### src/rtl/pcu_pkg.sv
package pcu_pkg;
  localparam int OPC_W = 6;
  localparam int FN_W  = 6;
  localparam int ALU_W = 3;

  localparam logic [OPC_W-1:0] OP_RTYPE = 6'h00;
  localparam logic [OPC_W-1:0] OP_BEQ   = 6'h04;
  localparam logic [OPC_W-1:0] OP_ADDI  = 6'h08;
  localparam logic [OPC_W-1:0] OP_ORI   = 6'h0D;
  localparam logic [OPC_W-1:0] OP_LOAD  = 6'h23;
  localparam logic [OPC_W-1:0] OP_STORE = 6'h2B;

  localparam logic [FN_W-1:0] FN_ADD = 6'h20;
  localparam logic [FN_W-1:0] FN_SUB = 6'h22;
  localparam logic [FN_W-1:0] FN_AND = 6'h24;
  localparam logic [FN_W-1:0] FN_OR  = 6'h25;
  localparam logic [FN_W-1:0] FN_SLT = 6'h2A;

  typedef enum logic [ALU_W-1:0] {
    ALU_ADD = 3'd0,
    ALU_SUB = 3'd1,
    ALU_AND = 3'd2,
    ALU_OR  = 3'd3,
    ALU_SLT = 3'd4
  } alu_op_e;

  typedef struct packed {
    logic    ext_sign;
    alu_op_e alu_op;
    logic    dst_rd;
    logic    src_imm;
  } ex_ctl_t;

  typedef struct packed {
    logic branch;
    logic store;
  } mem_ctl_t;

  typedef struct packed {
    logic from_mem;
    logic reg_write;
  } wb_ctl_t;

  typedef struct packed {
    ex_ctl_t  ex;
    mem_ctl_t mem;
    wb_ctl_t  wb;
  } bundle_t;

  localparam int EX_W  = $bits(ex_ctl_t);
  localparam int MEM_W = $bits(mem_ctl_t);
  localparam int WB_W  = $bits(wb_ctl_t);
  localparam int BUNDLE_W = $bits(bundle_t);
endpackage

### src/rtl/pcu_main_decoder.sv
module pcu_main_decoder
  import pcu_pkg::*;
(
  input  logic [OPC_W-1:0] opcode,
  input  logic [FN_W-1:0]  funct,
  output bundle_t          ctl
);
  alu_op_e r_op;
  logic    r_known;

  // Function-field decode for register-register instructions.
  always_comb begin
    r_known = 1'b1;
    r_op    = ALU_ADD;
    unique case (funct)
      FN_ADD:  r_op = ALU_ADD;
      FN_SUB:  r_op = ALU_SUB;
      FN_AND:  r_op = ALU_AND;
      FN_OR:   r_op = ALU_OR;
      FN_SLT:  r_op = ALU_SLT;
      default: r_known = 1'b0;
    endcase
  end

  always_comb begin
    ctl = '0;
    unique case (opcode)
      OP_RTYPE: begin
        if (r_known) begin
          ctl.ex.alu_op     = r_op;
          ctl.ex.dst_rd     = 1'b1;
          ctl.wb.reg_write  = 1'b1;
        end
      end
      OP_ADDI: begin
        ctl.ex.ext_sign   = 1'b1;
        ctl.ex.alu_op     = ALU_ADD;
        ctl.ex.src_imm    = 1'b1;
        ctl.wb.reg_write  = 1'b1;
      end
      OP_ORI: begin
        ctl.ex.alu_op     = ALU_OR;
        ctl.ex.src_imm    = 1'b1;
        ctl.wb.reg_write  = 1'b1;
      end
      OP_LOAD: begin
        ctl.ex.ext_sign   = 1'b1;
        ctl.ex.alu_op     = ALU_ADD;
        ctl.ex.src_imm    = 1'b1;
        ctl.wb.from_mem   = 1'b1;
        ctl.wb.reg_write  = 1'b1;
      end
      OP_STORE: begin
        ctl.ex.ext_sign   = 1'b1;
        ctl.ex.alu_op     = ALU_ADD;
        ctl.ex.src_imm    = 1'b1;
        ctl.mem.store     = 1'b1;
      end
      OP_BEQ: begin
        ctl.ex.ext_sign   = 1'b1;
        ctl.ex.alu_op     = ALU_SUB;
        ctl.mem.branch    = 1'b1;
      end
      default: ctl = '0;
    endcase
  end
endmodule

### src/rtl/pcu_stage_reg.sv
module pcu_stage_reg #(
  parameter int W = 4
) (
  input  logic         clk,
  input  logic         rst,
  input  logic         squash,
  input  logic         d_valid,
  input  logic [W-1:0] d,
  output logic         q_valid,
  output logic [W-1:0] q
);
  always_ff @(posedge clk) begin
    if (rst || squash) begin
      q_valid <= 1'b0;
      q       <= '0;
    end else begin
      q_valid <= d_valid;
      q       <= d_valid ? d : '0;
    end
  end
endmodule

### src/rtl/pipe_ctrl_unit.sv
module pipe_ctrl_unit
  import pcu_pkg::*;
(
  input  logic             clk,
  input  logic             rst,
  input  logic [OPC_W-1:0] dec_opcode,
  input  logic [FN_W-1:0]  dec_funct,
  input  logic             dec_valid,
  input  logic             bubble_req,
  input  logic             hold_req,
  output logic             ex_valid,
  output logic             ex_ext_sign,
  output logic [ALU_W-1:0] ex_alu_op,
  output logic             ex_dst_rd,
  output logic             ex_src_imm,
  output logic             mem_valid,
  output logic             mem_branch,
  output logic             mem_store,
  output logic             wb_valid,
  output logic             wb_from_mem,
  output logic             wb_reg_write
);
  localparam int EXR_W  = BUNDLE_W;
  localparam int MEMR_W = MEM_W + WB_W;

  bundle_t dec_ctl;
  logic    issue;

  pcu_main_decoder u_dec (
    .opcode (dec_opcode),
    .funct  (dec_funct),
    .ctl    (dec_ctl)
  );

  assign issue = dec_valid & ~bubble_req & ~hold_req;

  // Execute register: full bundle.
  logic [EXR_W-1:0] ex_q_raw;
  bundle_t          ex_q;
  logic             ex_v;

  pcu_stage_reg #(.W(EXR_W)) u_ex (
    .clk     (clk),
    .rst     (rst),
    .squash  (~issue),
    .d_valid (dec_valid),
    .d       (dec_ctl),
    .q_valid (ex_v),
    .q       (ex_q_raw)
  );
  assign ex_q = bundle_t'(ex_q_raw);

  // Memory register: execute group dropped.
  logic [MEMR_W-1:0] mem_q_raw;
  mem_ctl_t          mem_q;
  wb_ctl_t           mem_wb_q;
  logic              mem_v;

  pcu_stage_reg #(.W(MEMR_W)) u_mem (
    .clk     (clk),
    .rst     (rst),
    .squash  (1'b0),
    .d_valid (ex_v),
    .d       ({ex_q.mem, ex_q.wb}),
    .q_valid (mem_v),
    .q       (mem_q_raw)
  );
  assign {mem_q, mem_wb_q} = mem_q_raw;

  // Write-back register: only the write-back group remains.
  logic [WB_W-1:0] wb_q_raw;
  wb_ctl_t         wb_q;
  logic            wb_v;

  pcu_stage_reg #(.W(WB_W)) u_wb (
    .clk     (clk),
    .rst     (rst),
    .squash  (1'b0),
    .d_valid (mem_v),
    .d       (mem_wb_q),
    .q_valid (wb_v),
    .q       (wb_q_raw)
  );
  assign wb_q = wb_ctl_t'(wb_q_raw);

  assign ex_valid     = ex_v;
  assign ex_ext_sign  = ex_q.ex.ext_sign;
  assign ex_alu_op    = ex_q.ex.alu_op;
  assign ex_dst_rd    = ex_q.ex.dst_rd;
  assign ex_src_imm   = ex_q.ex.src_imm;
  assign mem_valid    = mem_v;
  assign mem_branch   = mem_v & mem_q.branch;
  assign mem_store    = mem_v & mem_q.store;
  assign wb_valid     = wb_v;
  assign wb_from_mem  = wb_v & wb_q.from_mem;
  assign wb_reg_write = wb_v & wb_q.reg_write;
endmodule

### config.mk
export PLATFORM = sky130hd
export DESIGN_NAME = pipe_ctrl_unit
export DESIGN_NICKNAME = d
export VERILOG_FILES = /design/src/rtl/pcu_pkg.sv /design/src/rtl/pcu_main_decoder.sv /design/src/rtl/pcu_stage_reg.sv /design/src/rtl/pipe_ctrl_unit.sv
export SDC_FILE = /design/constraint.sdc
export NUM_CORES = 1
export LEC_CHECK = 0
export ABC_AREA = 1
export BUFFER_PORTS_ARGS = -buffer_cell sky130_fd_sc_hd__buf_2
export CORE_MARGIN = 2
export CORE_UTILIZATION = 47
export DETAILED_ROUTE_END_ITERATION = 12
export PLACE_DENSITY = 0.85
export SYNTH_ARGS = -nofsm -noshare
export SYNTH_HDL_FRONTEND = slang
export SYNTH_SLANG_ARGS = --single-unit
### constraint.sdc
create_clock -name clk -period 1.1 [get_ports clk]
set_input_delay 0.22 -clock clk [delete_from_list [all_inputs] [get_ports clk]]
set_output_delay 0.22 -clock clk [all_outputs]
set_load 0.05 [all_outputs]
Yosys cells after proc, flatten, opt, wreduce, memory -nomap -nowiden:

Cells that the tools add are included.

* muxes and demuxes: 11
* equal/unequal tests: 10
* reduce and logical (&&, ||, !) cells: 10
* bitwise gates (word level): 13

Operators with widths (count)
* $eq A6 B6 Y1 const B: 7
* $eq A6 B4 Y1 const B: 2
* $pmux W3 S4: 1
* $pmux W3 S3: 1
* $reduce_or A4 Y1: 2
* $mux W1: 7
* $not A1 Y1: 7
* $and A1 B1 Y1: 6
* $eq A6 B3 Y1 const B: 1
* $logic_not A6 Y1: 1
* $reduce_or A2 Y1: 3
* $reduce_or A3 Y1: 2
* $reduce_or A5 Y1: 1
* $mux W4: 1
* $pmux W1 S2: 1
* $logic_or A1 B1 Y1: 1

* word-level logic and storage cells: 51
* input bits: 17
* register bits: 19
* output and inout bits: 13

Logic depth before layout (Yosys ltp):

* depth after elaboration: 6
* mapped depth: 8
* gate-level depth less buffers: 8

Cells and area by module:

Synthesis repeated with hierarchy kept, for this count alone.

* cells, all modules: 122
* area total of the unflattened synthesis: 878.3 um2

Modules (own cells, without submodules)
* pcu_stage_reg (u_ex): sequential area each 220.2 um2, cells each 35, area an instance 345.3 um2, instances 1
* pcu_main_decoder: sequential area each 0.0 um2, cells each 49, area an instance 256.5 um2, instances 1
* pcu_stage_reg (u_mem): sequential area each 100.1 um2, cells each 16, area an instance 143.9 um2, instances 1
* pcu_stage_reg (u_wb): sequential area each 60.1 um2, cells each 10, area an instance 86.3 um2, instances 1
* pipe_ctrl_unit: sequential area each 0.0 um2, cells each 12, area an instance 46.3 um2, instances 1

Least setup slack after synthesis:

No wires, ideal clock.

* kind: flip-flop to output port
* start point: register u_mem.q_valid
* end point: output port mem_branch
* stages on the path, launching flop included: 3
* data required time: 0.880 ns
* slack: -0.203 ns
* buffers on the path: 0
* data arrival time: 1.083 ns
* path through: dfxtp_1 nand2_1 inv_1

* word-level cells in the longest chain between the ends: 1

Ends and longest elaborated chain
* from (decl): line pcu_stage_reg.sv:9 `output logic q_valid,`
* from (signal assigned): line pcu_stage_reg.sv:17 `q_valid <= d_valid;`
* $and A1 B1 Y1: line pipe_ctrl_unit.sv:92 `assign mem_branch = mem_v & mem_q.branch;`
* to (decl): line pipe_ctrl_unit.sv:17 `output logic mem_branch,`

No other way between the ends.

Final worst setup path:

* start point: register u_mem.q_valid
* end point: output port mem_store

* word-level cells in the longest chain between the ends: 1

Ends and longest elaborated chain
* $and A1 B1 Y1: line pipe_ctrl_unit.sv:93 `assign mem_store = mem_v & mem_q.store;`
* to (decl): line pipe_ctrl_unit.sv:18 `output logic mem_store,`

No other way between the ends.

==> metrics.md <==
| Metric | Value |
|---|---|
| R2r startpoint | u_mem.q_valid$_SDFF_PP0_ |
| Antenna Cells | 0 |
| Initial DRT Pass Iterations | 4 |
| WL/cell | 8.29 µm |
| Worst skew pair latency | 0.29 ns |
| Cell variety after synth | 18 |
| Period Utilization, post-route | 1.05 |
| Longest Clk Path Bufs | 2 |
| I/O pin cnt | 30 |
| DP Area | 975 µm² |
| Flop and latch count out of synthesis | 19 |
| Final setup vio count | 5 |
| RD Place Congestion | 0.739 |
| Area Overhead vs Synth | 29.6% |
| Avg Inst Size Synth | 7.23 µm² |
| Pwr dens | 1060 nW/µm² |
| Largest fanout on the critical path | 4 |
| IO buf count | 29 |
| Count of final hold-check violations | 0 |
| Leak | 0.600 nW |
| Failing checks | setup timing |
| RSZ-0062 raised after global routing | true |
| Seq/Total Area, Yosys | 0.461 |
| Max Transition Viols Final | 0 |
| Hold-fix buffers, CTS | 0 |
| Clock slew at reported path FFs | 0.10 ns |
| Status | finished, violations left |
| Die area | 2110 µm² |
| Total Wirelength | 1340 µm |
| Post-Syn Instances | 114 |
| Worst VDD drop | 566 µV |
| Number of DRC markers in iteration 0 | 8 |
| Post-route cell area | 1070 µm² |
| WS Path Type | reg -> out |
| Worst setup path startpoint | u_mem.q_valid$_SDFF_PP0_ |
| Skew final | 0.00468 ns |
| H-tree lvl count | 1 |
| Via count | 731 |
| Core Area | 1690 µm² |
| Slew margin rel. | 0.838 |
| Crit path DAT | 0.94 ns |
| Nets | 163 |
| Global route overflow | 0 |
| Syn. warnings | 0 |
| DIE HEIGHT | 45.9 µm |
| DIE WIDTH | 45.9 µm |
| Syn Std Cell Area | 825 µm² |
| Number of global-route vias before repair | 560 |
| Worst Setup Start Kind | flip-flop |
| Starting density of the core | 0.488 |
| Worst Hold Margin | 0.124 ns |
| Rows | 15 |
| Pin count of the biggest net entering global routing | 12 |
| Hold path start | hold_req |
| Fin crit period | 1.16 ns |
| CP required | 0.88 ns |
| Total Routing Usage GR | 0.129 |
| Clk sinks | 19 |
| TritonCTS Buffers | 3 |
| # DRC | 0 |
| FMAX | 865 MHz |
| Post-DR vias/cell | 4.51 |
| Slew @ Worst Pin | 0.242 ns |
| CP Capture Type | output port |
| First-pass GRT wire length | 1940 µm |
| Max_cap viols | 0 |
| Worst Hold Class | in -> reg |
| Fraction of layout cells with a size suffix above 1 | 0.324 |
| Initial antenna violation count | 0 |
| Post-synth net total | 131 |
| DP HPWL | 1100 µm |
| CTS root buf | clkbuf_4 |
| Routed Antenna Nets | 0 |
| Setup ws final | -0.0559 ns |
| CTS tree | yes |
[power breakdown]
group	switching (mW)	internal [mW]	total [mW]
Combinational	0.0695	0.0438	0.113
Sequential	0.00166	0.688	0.690
Clock	0.196	0.135	0.331
Total	0.267	0.867	1.13
[worst paths after layout]
path | endpoint | slack, ns | depth (start not counted)
worst max-delay path | mem_store | -0.06 | 3
worst min-delay path | u_ex.q_valid$_SDFF_PP0_ | 0.12 | 2
worst min register to register | u_mem.q[3]$_SDFF_PP0_ | 0.41 | 2
worst max register to register | u_wb.q[1]$_SDFF_PP0_ | 0.36 | 2
[synth_stat cells]
cell type | n | area share
and3_1 | 2 | 0.015
nor2_1 | 21 | 0.096
o21ai_1 | 1 | 0.0061
nand2_1 | 20 | 0.091
inv_2 | 1 | 0.0045
nor3_4 | 1 | 0.020
buf_4 | 3 | 0.027
nand3b_1 | 1 | 0.0091
nor2_4 | 3 | 0.041
a31oi_1 | 1 | 0.0076
nand2_2 | 3 | 0.023
nand3_1 | 9 | 0.055
a21oi_1 | 1 | 0.0061
o21bai_1 | 1 | 0.0091
nor2_2 | 1 | 0.0076
inv_1 | 25 | 0.11
nand4_1 | 1 | 0.0076
dfxtp_1 | 19 | 0.46
[flip-flops by register name, summed over array words and instances (netlist names)]
register / cells
u_ex.q: 10
u_mem.q_valid: 1
u_ex.q_valid: 1
u_wb.q: 2
u_wb.q_valid: 1
u_mem.q: 4
[metrics by stage]
step | total power [mW] | util | setup TNS (ns) | std cells | setup slack [ns]
global placement | 0.815 | 0.577 | 0 | 157 | 0.0640
CTS | 1.14 | 0.624 | -0.228 | 162 | -0.0675
finish | 1.13 | 0.633 | -0.177 | 162 | -0.0559
floorplan | 0.765 | - | -0.0151 | 114 | -0.0151
global route | 1.19 | 0.633 | -0.439 | 162 | -0.104
detailed placement | 0.819 | 0.577 | 0 | 157 | 0.0253
[what timing repair did]
action,CTS,global route
setup buffers,1,0
endpoints found under the setup margin,7,11
pin swaps,1,0
gates resized for setup,14,6
[routing by layer]
layer	routed length [µm]	global-route usage	vias to the layer above
met5	0	0	-
met1	554	0.133	310
met4	13	0.103	0
met2	696	0.225	22
met3	78	0.0238	2
li1	-	-	397
[worst max-delay path, stage by stage, from the launching register on]
cell,delay (ns)
dfxtp_4,0.37
nand2_4,0.06
clkinvlp_4,0.08
buf_8,0.15
[cells by family after synthesis]
group / after synthesis / synth area share
AND/OR/NAND/NOR: 62 / 0.364
flip-flops: 19 / 0.461
buffers and inverters: 29 / 0.146
AO/OA/AOI/OAI: 4 / 0.0288
[placed cells by master, fill, tap and decap left out]
master	netlist	layout
buf_2	0	17
inv_1	25	24
and3_1	2	2
clkinvlp_4	0	1
nand3b_1	1	1
o21bai_1	1	1
dfxtp_1	19	17
nor3_4	1	1
nand3_1	9	9
a31oi_1	1	1
o21ai_1	1	1
nor2_4	3	3
nand2_2	3	3
buf_8	0	1
dfxtp_2	0	1
dfxtp_4	0	1
buf_6	0	3
clkinv_2	0	1
inv_2	1	1
nor2_2	1	1
nand2_1	20	19
clkbuf_4	0	9
buf_4	3	3
nand4_1	1	1
nor2_1	21	21
a21oi_1	1	1
nand2_4	0	1
[area by class of cell]
type,instances,area (µm²)
clock buffer,3,22.5
clock inverter,1,5.00
fill,167,621
inverter,26,101
multi-input combinational,66,332
sequential,19,385
tap,17,21.3
timing repair buffer,30,201
Power figures use the tool's default switching activity.
